<file path="src/rtl/lfsr_timer_pkg.sv">
`timescale 1ns/1ps
package lfsr_timer_pkg;

  function automatic logic [31:0] tap_bit(input int unsigned t);
    return 32'd1 << (t - 1);
  endfunction

  // Feedback tap mask for a maximal-length XOR register of width w.
  function automatic logic [31:0] lfsr_tap_mask(input int unsigned w);
    logic [31:0] m;
    m = '0;
    case (w)
      2:  m = tap_bit(2)  | tap_bit(1);
      3:  m = tap_bit(3)  | tap_bit(2);
      4:  m = tap_bit(4)  | tap_bit(3);
      5:  m = tap_bit(5)  | tap_bit(3);
      6:  m = tap_bit(6)  | tap_bit(5);
      7:  m = tap_bit(7)  | tap_bit(6);
      8:  m = tap_bit(8)  | tap_bit(6)  | tap_bit(5) | tap_bit(4);
      9:  m = tap_bit(9)  | tap_bit(5);
      10: m = tap_bit(10) | tap_bit(7);
      11: m = tap_bit(11) | tap_bit(9);
      12: m = tap_bit(12) | tap_bit(6)  | tap_bit(4) | tap_bit(1);
      13: m = tap_bit(13) | tap_bit(4)  | tap_bit(3) | tap_bit(1);
      14: m = tap_bit(14) | tap_bit(5)  | tap_bit(3) | tap_bit(1);
      15: m = tap_bit(15) | tap_bit(14);
      16: m = tap_bit(16) | tap_bit(15) | tap_bit(13) | tap_bit(4);
      17: m = tap_bit(17) | tap_bit(14);
      18: m = tap_bit(18) | tap_bit(11);
      19: m = tap_bit(19) | tap_bit(6)  | tap_bit(2) | tap_bit(1);
      20: m = tap_bit(20) | tap_bit(17);
      21: m = tap_bit(21) | tap_bit(19);
      22: m = tap_bit(22) | tap_bit(21);
      23: m = tap_bit(23) | tap_bit(18);
      24: m = tap_bit(24) | tap_bit(23) | tap_bit(22) | tap_bit(17);
      25: m = tap_bit(25) | tap_bit(22);
      26: m = tap_bit(26) | tap_bit(6)  | tap_bit(2) | tap_bit(1);
      27: m = tap_bit(27) | tap_bit(5)  | tap_bit(2) | tap_bit(1);
      28: m = tap_bit(28) | tap_bit(25);
      29: m = tap_bit(29) | tap_bit(27);
      30: m = tap_bit(30) | tap_bit(6)  | tap_bit(4) | tap_bit(1);
      31: m = tap_bit(31) | tap_bit(28);
      32: m = tap_bit(32) | tap_bit(22) | tap_bit(2) | tap_bit(1);
      default: m = '0;
    endcase
    return m;
  endfunction

endpackage

</file>
<file path="src/rtl/lfsr_prescaler.sv">
`timescale 1ns/1ps
module lfsr_prescaler #(
  parameter int unsigned W = 16,
  parameter logic [W-1:0] SEED = W'(1)
) (
  input  logic clk_i,
  input  logic rst_i,
  input  logic en_i,
  input  logic kick_i,
  output logic hit_o
);
  import lfsr_timer_pkg::*;

  localparam logic [W-1:0] MASK = W'(lfsr_tap_mask(W));
  // Terminal state: the successor of the seed.
  localparam logic [W-1:0] TERM = {SEED[W-2:0], ^(SEED & MASK)};

  logic [W-1:0] state_q;
  logic         fb;

  assign fb    = ^(state_q & MASK);
  assign hit_o = en_i && (state_q == TERM);

  always_ff @(posedge clk_i) begin
    if (rst_i || kick_i) begin
      state_q <= SEED;
    end else if (en_i) begin
      state_q <= {state_q[W-2:0], fb};
    end
  end
endmodule

</file>
<file path="src/rtl/tick_counter.sv">
`timescale 1ns/1ps
module tick_counter #(
  parameter int unsigned CNT_W = 8
) (
  input  logic             clk_i,
  input  logic             rst_i,
  input  logic             kick_i,
  input  logic             event_i,
  input  logic [CNT_W-1:0] limit_i,
  output logic             tick_o,
  output logic [CNT_W-1:0] count_o,
  output logic             timeout_o
);
  logic [CNT_W-1:0] cnt_q, cnt_d;
  logic             tick_q, flag_q;

  always_comb begin
    cnt_d = cnt_q;
    if (event_i && (cnt_q != limit_i)) cnt_d = cnt_q + 1'b1;
  end

  always_ff @(posedge clk_i) begin
    if (rst_i || kick_i) begin
      cnt_q  <= '0;
      tick_q <= 1'b0;
      flag_q <= 1'b0;
    end else begin
      cnt_q  <= cnt_d;
      tick_q <= event_i;
      flag_q <= flag_q || (cnt_d == limit_i);
    end
  end

  assign tick_o    = tick_q;
  assign count_o   = cnt_q;
  assign timeout_o = flag_q;
endmodule

</file>
<file path="src/rtl/lfsr_timer.sv">
`timescale 1ns/1ps
module lfsr_timer #(
  parameter int unsigned A_WIDTH = 16,
  parameter int unsigned A_SEED  = 1,
  parameter bit          DUAL    = 1'b0,
  parameter int unsigned B_WIDTH = 15,
  parameter int unsigned B_SEED  = 1,
  parameter int unsigned CNT_W   = 8
) (
  input  logic             clk_i,
  input  logic             rst_i,
  input  logic             en_i,
  input  logic             kick_i,
  input  logic [CNT_W-1:0] limit_i,
  output logic             tick_o,
  output logic             timeout_o,
  output logic [CNT_W-1:0] count_o
);
  logic hit_a;
  logic tick_event;

  lfsr_prescaler #(
    .W    (A_WIDTH),
    .SEED (A_WIDTH'(A_SEED))
  ) u_pre_a (
    .clk_i  (clk_i),
    .rst_i  (rst_i),
    .en_i   (en_i),
    .kick_i (kick_i),
    .hit_o  (hit_a)
  );

  generate
    if (DUAL) begin : g_dual
      logic hit_b;
      lfsr_prescaler #(
        .W    (B_WIDTH),
        .SEED (B_WIDTH'(B_SEED))
      ) u_pre_b (
        .clk_i  (clk_i),
        .rst_i  (rst_i),
        .en_i   (en_i),
        .kick_i (kick_i),
        .hit_o  (hit_b)
      );
      assign tick_event = hit_a && hit_b;
    end else begin : g_single
      assign tick_event = hit_a;
    end
  endgenerate

  tick_counter #(
    .CNT_W (CNT_W)
  ) u_cnt (
    .clk_i     (clk_i),
    .rst_i     (rst_i),
    .kick_i    (kick_i),
    .event_i   (tick_event),
    .limit_i   (limit_i),
    .tick_o    (tick_o),
    .count_o   (count_o),
    .timeout_o (timeout_o)
  );
endmodule

</file>
<file path="config.mk">
export PLATFORM = sky130hd
export DESIGN_NAME = lfsr_timer
export DESIGN_NICKNAME = d
export VERILOG_FILES = /design/src/rtl/lfsr_timer_pkg.sv /design/src/rtl/lfsr_prescaler.sv /design/src/rtl/tick_counter.sv /design/src/rtl/lfsr_timer.sv
export SDC_FILE = /design/constraint.sdc
export NUM_CORES = 1
export LEC_CHECK = 0
export ABC_AREA = 1
export BUFFER_PORTS_ARGS = -buffer_cell sky130_fd_sc_hd__buf_2
export CORE_MARGIN = 2
export CORE_UTILIZATION = 61
export CTS_BUF_LIST = sky130_fd_sc_hd__clkbuf_8 sky130_fd_sc_hd__clkbuf_16
export DETAILED_ROUTE_END_ITERATION = 10
export PLACE_DENSITY = 0.91
export RECOVER_POWER = 100
export SETUP_SLACK_MARGIN = 0.4
export SYNTH_ARGS = -nofsm -noshare
export SYNTH_HDL_FRONTEND = slang
export SYNTH_SLANG_ARGS = --single-unit
</file>
<file path="constraint.sdc">
create_clock -name clk_i -period 3.9 [get_ports clk_i]
set_input_delay 0 -clock clk_i [delete_from_list [all_inputs] [get_ports clk_i]]
set_output_delay 0 -clock clk_i [all_outputs]
set_load 0.01 [all_outputs]
</file>
==> results by group, run 1 <==
Routing
  – Iteration-0 DRC Markers: 32
  – Post-route ant nets: 0
  – Drt pass-1 iters: 5
  – Average wire per standard cell: 11.80 um
  – Vias after detailed routing: 1447
  – Routed wire length: 3281 um
  – DRC Markers: 0
  – Via density: 5.205

Global route
  – Total GRT Usage: 23.97%
  – Pin count of the biggest net entering global routing: 21
  – GRT overflow: 0
  – Vias in the first global route: 1212
  – First-pass GRT wire length: 5181 um
  – Antenna violations before repair: 0

STA
  – Final hold violations: 0
  – Fin worst setup slack: 1.680 ns
  – Final setup viols: 0
  – Period minus WS final: around 2.2 ns
  – Actual slew at the worst max-slew pin: 0.6478 ns
  – RSZ-0062 raised after global routing: no
  – Pins Over Slew Limit: 0
  – Slew margin rel.: 56.76%
  – Setup TNS Final: 0 ns
  – Peak Freq: 450.5 MHz
  – Period utilization: 56.92%
  – Final clock skew: about 0.0074 ns

Cells and area
  – Final Non-Filler Cells: 278
  – Cell area after layout: around 1700 sq um
  – ANT cells: 0
  – Final #Nets: roughly 260
  – Core Util, Final: 68.18%
  – Layout area overhead: 6.719%
  – Fillers: around 220
  – Fraction of layout instances using a drive strength above 1: 15.32%

CTS
  – Total CTS buffers: 3
  – H-tree Lvls: 1
  – CTS tree: yes
  – Clock latency on the worst-skew pair: around 0.28 ns
  – Clock slew at reported path FFs: 0.10 ns
  – Clock sink count: 26
  – Clk root buf: clkbuf_8
  – Post-CTS setup buffer count: 0
  – PostCTS Resize Cnt: 0
  – Post-CTS Hold Fix Bufs: 0
  – Longest Clk Path Bufs: 2

Floorplan
  – I/O pin cnt: 22
  – Die area: 3018 sq um
  – Starting Density: 63.89%
  – Core area: 2477 sq um
  – Die Ht: 54.94 um
  – FP Rows: 18
  – Die Width: 54.94 um

Synth
  – Synthesized cell area: 1583 sq um
  – Complex-gate fraction of the synthesized area: 11.46%
  – Post-Synth Simple-Gate Area: 38.02%
  – Post-Synthesis Cells: 228
  – Post-Synth Adder-Cell Area: 1.581%
  – Post-synthesis mux area share: 0%
  – Xor/xnor share of the synthesized area: between 6 and 7%
  – Yosys warning count: 0
  – Combinational family with the most area after synthesis: simple AND/OR/NAND/NOR gates
  – Flops & latches, synth: 26
  – Yosys cell types: 28
  – Net Count, Synth: 242
  – Mean Syn Cell Area: 6.942 sq um
  – Sequential fraction of the synthesis area: 32.89%

Worst hold path
  – Worst hold path stage count: 4
  – Hold_sp: rst_i
  – WHS Endpoint: u_pre_a.state_q[4]$_SDFFE_PP0P_
  – Hold Crit Class: input pin to flip-flop

Placement
  – Port bufs: 21
  – DP Area: 1690 sq um
  – Dpl hpwl: 2276 um
  – GPL Wtd Cong: about 0.82
  – Pre-CTS setup slack: 2.051 ns
  – DP Cell Count: 274

Setup path
  – CP Cell Sequence: inv_1, ha_1, inv_1, nor2_1, nand2_1, nor2_1, nand2_1, nor2_1, nand2_4, nor2_1, nand2_1, nand2_1, nand2_1, nor2_1, nand2_1, a21oi_2
  – CP max stage delay: about 0.38 ns
  – Levels on crit path: 16
  – Critical Path Sink Type: flip-flop
  – Buffers and inverters on the worst path: 2
  – Worst Path Arrival: around 2.4 ns
  – Worst R2R End: u_cnt.timeout_o$_SDFF_PP0_
  – Startpoint Class: flip-flop
  – Critical path class: flip-flop to flip-flop
  – Top cell by count, worst path: nand2_1
  – R2R Setup Slk: 1.68 ns
  – R2R depth: 16
  – CP max-delay cell: nor2_1
  – Worst path top cell family by delay: simple AND/OR/NAND/NOR gates
  – Crit-path max FO: 5
  – FF-to-FF Start: u_pre_a.state_q[14]$_SDFFE_PP0P_
  – WP data required: 4.11 ns

Run
  – Max Cap Violations: 0

Pwr
  – VDD IR max: 221.1 uV
  – PD cells: 292.9 nW/um^2
  – Static Leak: 0.7245 nW

Outcome
  – Status: finished, final reports clean
[layout by cell type (no fill, tap or decap), types with 7 or more instances in the layout]
master	count
clkbuf_1	11
inv_1	25
nor2_1	25
nand3_1	10
buf_2	10
nand2_1	63
dfxtp_1	26
o21ai_0	7
nand2_2	7
a21oi_1	22
[metrics by stage]
stage | hold WS, ns | power, W
after floorplan | 0.1405 | 0.0003081
after global placement | 0.3610 | 0.0003206
after detailed placement | 0.3668 | 0.0003213
after CTS | 0.07420 | 0.0004975
after global routing | 0.1096 | 0.0005134
final | 0.08275 | 0.0004947
[cell type report]
| type | count | area (sq um) | area share [%] |
|---|---|---|---|
| Clock buffer | 4 | 55.05 | 3.259 |
| Multi-Input combinational cell | 168 | 875.8 | 51.85 |
| Sequential cell | 26 | 520.5 | 30.81 |
| Timing Repair Buffer | 21 | 91.34 | 5.407 |
| Inverter | 29 | 108.9 | 6.444 |
| Tap cell | 30 | 37.54 | 2.222 |
[sequential cells by signal (all words and copies together), names as in the netlist]
| signal | flops |
|---|---|
| u_pre_a.state_q | 16 |
| u_cnt.count_o | 8 |
| u_cnt.tick_o | 1 |
| u_cnt.timeout_o | 1 |
[cell usage after synthesis (all sizes together)]
library cell  instances  share of area, %
nand4                 2              0.79
ha                    2               1.6
nand3                13               5.8
o21ai                 8               2.5
clkinv                1              0.24
xnor2                 7               5.3
buf                   1               1.3
xor2                  3               1.7
nand2                72                19
o21a                  3               1.4
inv                  28               6.6
clkbuf                4              0.95
nand3b                3               1.4
or2                   1              0.40
nor3                  1              0.32
a21oi                23               7.5
nor2                 30               9.8
dfxtp                26                33
[metal layers]
layer / part of all wire (%) / GRT usage [%] / vias up
met5: 0 / 0 / -
met4: 1.3 / 8.537 / 0
met3: 5.5 / 5.108 / 5
met2: 48 / 39.48 / 37
met1: 45 / 30.88 / 654
li1: - / - / 751
[power by group]
part / switching, W / total, W / internal, W
Combinational: 0.0000289 / 0.0000458 / 0.0000169
Sequential: 0.00000193 / 0.000270 / 0.000268
Clock: 0.0000886 / 0.000179 / 0.0000904
[tightest hold or removal path, cell delays in order]
cell and delay, ns:
buf_2 0.07, nor2_1 0.10, o21ai_0 0.10, a21oi_1 0.04
[worst max-delay path by stage]
stage / startpoint / endpoint / slack [ns]
2_1_floorplan: u_pre_a.state_q[14]$_SDFFE_PP0P_ / u_cnt.timeout_o$_SDFF_PP0_ / 2.28
3_3_place_gp: u_pre_a.state_q[14]$_SDFFE_PP0P_ / u_cnt.timeout_o$_SDFF_PP0_ / 2.12
3_5_place_dp: u_pre_a.state_q[14]$_SDFFE_PP0P_ / u_cnt.timeout_o$_SDFF_PP0_ / 2.05
4_1_cts: u_pre_a.state_q[14]$_SDFFE_PP0P_ / u_cnt.timeout_o$_SDFF_PP0_ / 2.01
5_1_grt: u_pre_a.state_q[14]$_SDFFE_PP0P_ / u_cnt.timeout_o$_SDFF_PP0_ / 1.37
6_report: u_pre_a.state_q[14]$_SDFFE_PP0P_ / u_cnt.timeout_o$_SDFF_PP0_ / 1.68
[cell families (layout without fill, tap and decap cells)]
kind of cell             Yosys count  after routing
AND/OR/NAND/NOR                  122            122
AO/OA/AOI/OAI                     34             34
flip-flops                        26             26
adder cells (fa/ha/maj)            2              2
XOR/XNOR                          10             10
buffers and inverters             34             54
Power figures use the tool's default switching activity.
==> run 2: changes to the inputs <==
ABC_AREA = 0   (was 1)
CORE_UTILIZATION = 50   (was 61)
PLACE_DENSITY = 0.82   (was 0.91)
clock period = 1.9 ns   (was 3.9 ns; I/O delays follow)
==> run 2 against run 1 <==
Compared with the run above:
- the flow now finishes with violations (setup timing)
- power rose by 130%
- hold slack got worse by 0.031 ns
- cell area rose by 15%
- sequential power rose by 100%
- wire length rose by 7.7%
- largest cell class unchanged
==> results by group, run 2 <==
Setup path
  – Critical Path Sink Type: flip-flop
  – R2R depth: 8
  – Worst R2R End: u_cnt.timeout_o$_SDFF_PP0_
  – Worst Path Arrival: 2.21 ns
  – Startpoint Class: flip-flop
  – WP data required: 2.09 ns
  – R2R Setup Slk: -0.13 ns
  – Critical path class: flip-flop to flip-flop
  – FF-to-FF Start: u_cnt.count_o[3]$_SDFF_PP0_
  – Crit-path max FO: 4
  – Critical path origin: u_cnt.count_o[3]$_SDFF_PP0_

Synth
  – Post-Synthesis Cells: 138
  – Mean Syn Cell Area: 10.05 sq um
  – Area leader, netlist: dfxtp_1
  – Top cells by count, synth: 27 x nor2_1, 26 x dfxtp_1, 19 x mux2i_1
  – Synth top area share: 37.55%
  – Most numerous cell in the Yosys netlist: nor2_1
  – Async set-reset flop share out of synthesis: 0%
  – Sequential fraction of the synthesis area: about 38%
  – EDFF count, synth: 0
  – Ys flop type: dfxtp_1
  – Flops & latches, synth: 26
  – Synthesized cell area: between 1000 and 1500 sq um
  – Yosys warning count: 0
  – Yosys cell types: 35
  – Top cells by area, synth: dfxtp_1 38%, mux2i_1 14%, xor2_1 7.6%, nor2_1 7.3%, xnor2_1 3.8%
  – Net Count, Synth: approximately 150

Worst hold path
  – Hold Crit Class: input pin to flip-flop
  – WHS Endpoint: u_cnt.timeout_o$_SDFF_PP0_
  – Hold_sp: kick_i
  – Worst hold path stage count: 4

Cells and area
  – Area of the multi-input gates: 955.9 sq um
  – Layout area overhead: 40.16%
  – Fraction of layout instances using a drive strength above 1: 42.16%
  – Number of flip-flops in the largest register: 16
  – ANT cells: 0
  – Top reg by flops: u_pre_a.state_q
  – Cell area after layout: 1943 sq um
  – FF/Latch Area: 526.8 sq um
  – Final #Nets: 200
  – Most frequent cells in the layout: 27 x nor2_1, 23 x dfxtp_1, 19 x mux2i_1, 19 x buf_4, 18 x buf_2
  – Fillers: 170
  – Final Non-Filler Cells: about 220
  – Leading cell type in the layout, fill and taps excluded: nor2_1

CTS
  – H-tree Lvls: 1
  – CTS tree: yes
  – Total CTS buffers: 3
  – Clock slew at reported path FFs: 0.09 ns
  – Longest Clk Path Bufs: 2
  – Clock latency on the worst-skew pair: 0.28 ns
  – Clock sink count: 26
  – Clk root buf: clkbuf_8

Floorplan
  – Die area: between 3000 and 4000 sq um
  – Starting Density: 51.61%
  – FP Rows: 19
  – Die Ht: approximately 57 um
  – Core area: around 2700 sq um
  – I/O pin cnt: 22
  – Die Width: 56.66 um

Global route
  – Vias in the first global route: 1254
  – GRT overflow: 0
  – First-pass GRT wire length: 5782 um
  – Pin count of the biggest net entering global routing: 25
  – Antenna violations before repair: 0
  – Total GRT Usage: roughly a quarter

Run
  – Max Cap Violations: 0

Routing
  – Iteration-0 DRC Markers: 29
  – Routed wire length: ~3500 um
  – Average wire per standard cell: between 15 and 20 um
  – DRC Markers: 0
  – Post-route ant nets: 0
  – Via density: 5.625
  – Vias after detailed routing: around 1200
  – Drt pass-1 iters: 4

STA
  – Actual slew at the worst max-slew pin: approximately 1.3 ns
  – Fin worst setup slack: -0.1266 ns
  – Final clock skew: 0.003274 ns
  – Slew margin rel.: 11.71%
  – Final setup viols: 5
  – Period utilization: 106.7%
  – Period minus WS final: 2.027 ns
  – Final hold violations: 0
  – Peak Freq: 493.4 MHz
  – Pins Over Slew Limit: 0
  – RSZ-0062 raised after global routing: yes

Pwr
  – Fraction of power spent switching nets: 21.88%
  – Sw Pwr: about 0.00025 W
  – PD cells: 576.3 nW/um^2
  – Gate power share: a little under a tenth
  – Clk network pwr share: a little over two fifths
  – VDD IR max: ~570 uV
  – Static Leak: 0.8045 nW
  – Sequential Power Share: just under 50%
  – Cell Int Power: roughly 0.0009 W

Outcome
  – Status: finished, violations left
  – Failing checks: setup timing

Placement
  – DP Area: 1703 sq um
  – Port bufs: 21
  – DP Cell Count: 199
  – GPL Wtd Cong: approximately 0.95
  – Dpl hpwl: 2220 um
run 2: changes by cell type in the layout (fill, tap and decap cells not counted), moves of 19 or more:
cell,previous run,this run
mux2i_1,0,19
a21oi_1,22,1
inv_1,25,0
buf_4,0,19
nand2_1,63,5
run 2: worst max path at each step:
stage | endpoint | slack (ns) | cells past startpoint
3_5_place_dp | u_cnt.timeout_o$_SDFF_PP0_ | -0.08 | 8
3_3_place_gp | u_cnt.timeout_o$_SDFF_PP0_ | -0.02 | 9
6_report | u_cnt.timeout_o$_SDFF_PP0_ | -0.13 | 8
4_1_cts | u_cnt.timeout_o$_SDFF_PP0_ | -0.1 | 8
2_1_floorplan | u_cnt.timeout_o$_SDFF_PP0_ | 0.08 | 8
5_1_grt | u_cnt.timeout_o$_SDFF_PP0_ | -0.24 | 8
run 2: kinds of logic after synthesis:
family	synth area share [%]
AO/OA/AOI/OAI	6.047
XOR/XNOR	14.89
adder cells (fa/ha/maj)	1.805
buffers and inverters	2.527
flip-flops	37.55
multiplexers	13.72
AND/OR/NAND/NOR	23.47
run 2: layout make-up:
type | instances | area share [%]
multi-input cells | 104 | 49.20
flip-flops and latches | 26 | 27.11
repair buffers | 49 | 17.64
clock buffers | 3 | 2.125
well taps | 31 | 1.996
clock inverters | 1 | 1.545
inverters | 2 | 0.3863
run 2: what timing repair did:
action | in CTS | in global routing
endpoints found under the hold margin | 1 | 0
setup endpoints to repair | 9 | 9
resized for setup | 14 | 3
pin swaps | 5 | 0
buffers inserted | 10 | 1
gates cloned | 0 | 0
hold buffers | 2 | 0
run 2: layer usage:
metal	vias up	share of wire (%)	GRT usage [%]
li1	567	-	-
met1	608	42	27.13
met2	31	53	42.03
met3	9	2.4	2.535
met4	0	2.8	10.88
met5	-	0	0
run 2: critical path: stages, from the launching register on:
cell and delay, ns:
dfxtp_4 0.37, xor2_2 0.30, nor4_4 0.10, buf_4 0.18, a211oi_4 0.33, buf_4 0.18
mux2i_1 0.19, nor3b_1 0.08, o41ai_2 0.19
run 2: power groups by stage:
stage	Clock [W]	Combinational [W]	Sequential [W]
floorplan	0	0.0000597	0.000558
global placement	0	0.0000865	0.000559
detailed placement	0	0.0000896	0.000559
CTS	0.000465	0.000102	0.000545
global route	0.000485	0.000113	0.000548
finish	0.000466	0.000106	0.000548
run 2: per-stage QoR:
step | hold slack [ns] | power [W] | utilization, % | setup slack, ns | setup TNS (ns)
detailed placement | 0.2481 | 0.0006485 | 63.39 | -0.07589 | -0.07589
floorplan | 0.1089 | 0.0006180 | - | 0.07822 | 0
global route | 0.1009 | 0.001146 | 72.33 | -0.2402 | -0.7947
global placement | 0.2418 | 0.0006451 | 63.39 | -0.01811 | -0.01811
finish | 0.05148 | 0.001120 | 72.33 | -0.1266 | -0.2455
CTS | 0.05275 | 0.001112 | 72.01 | -0.09857 | -0.09857
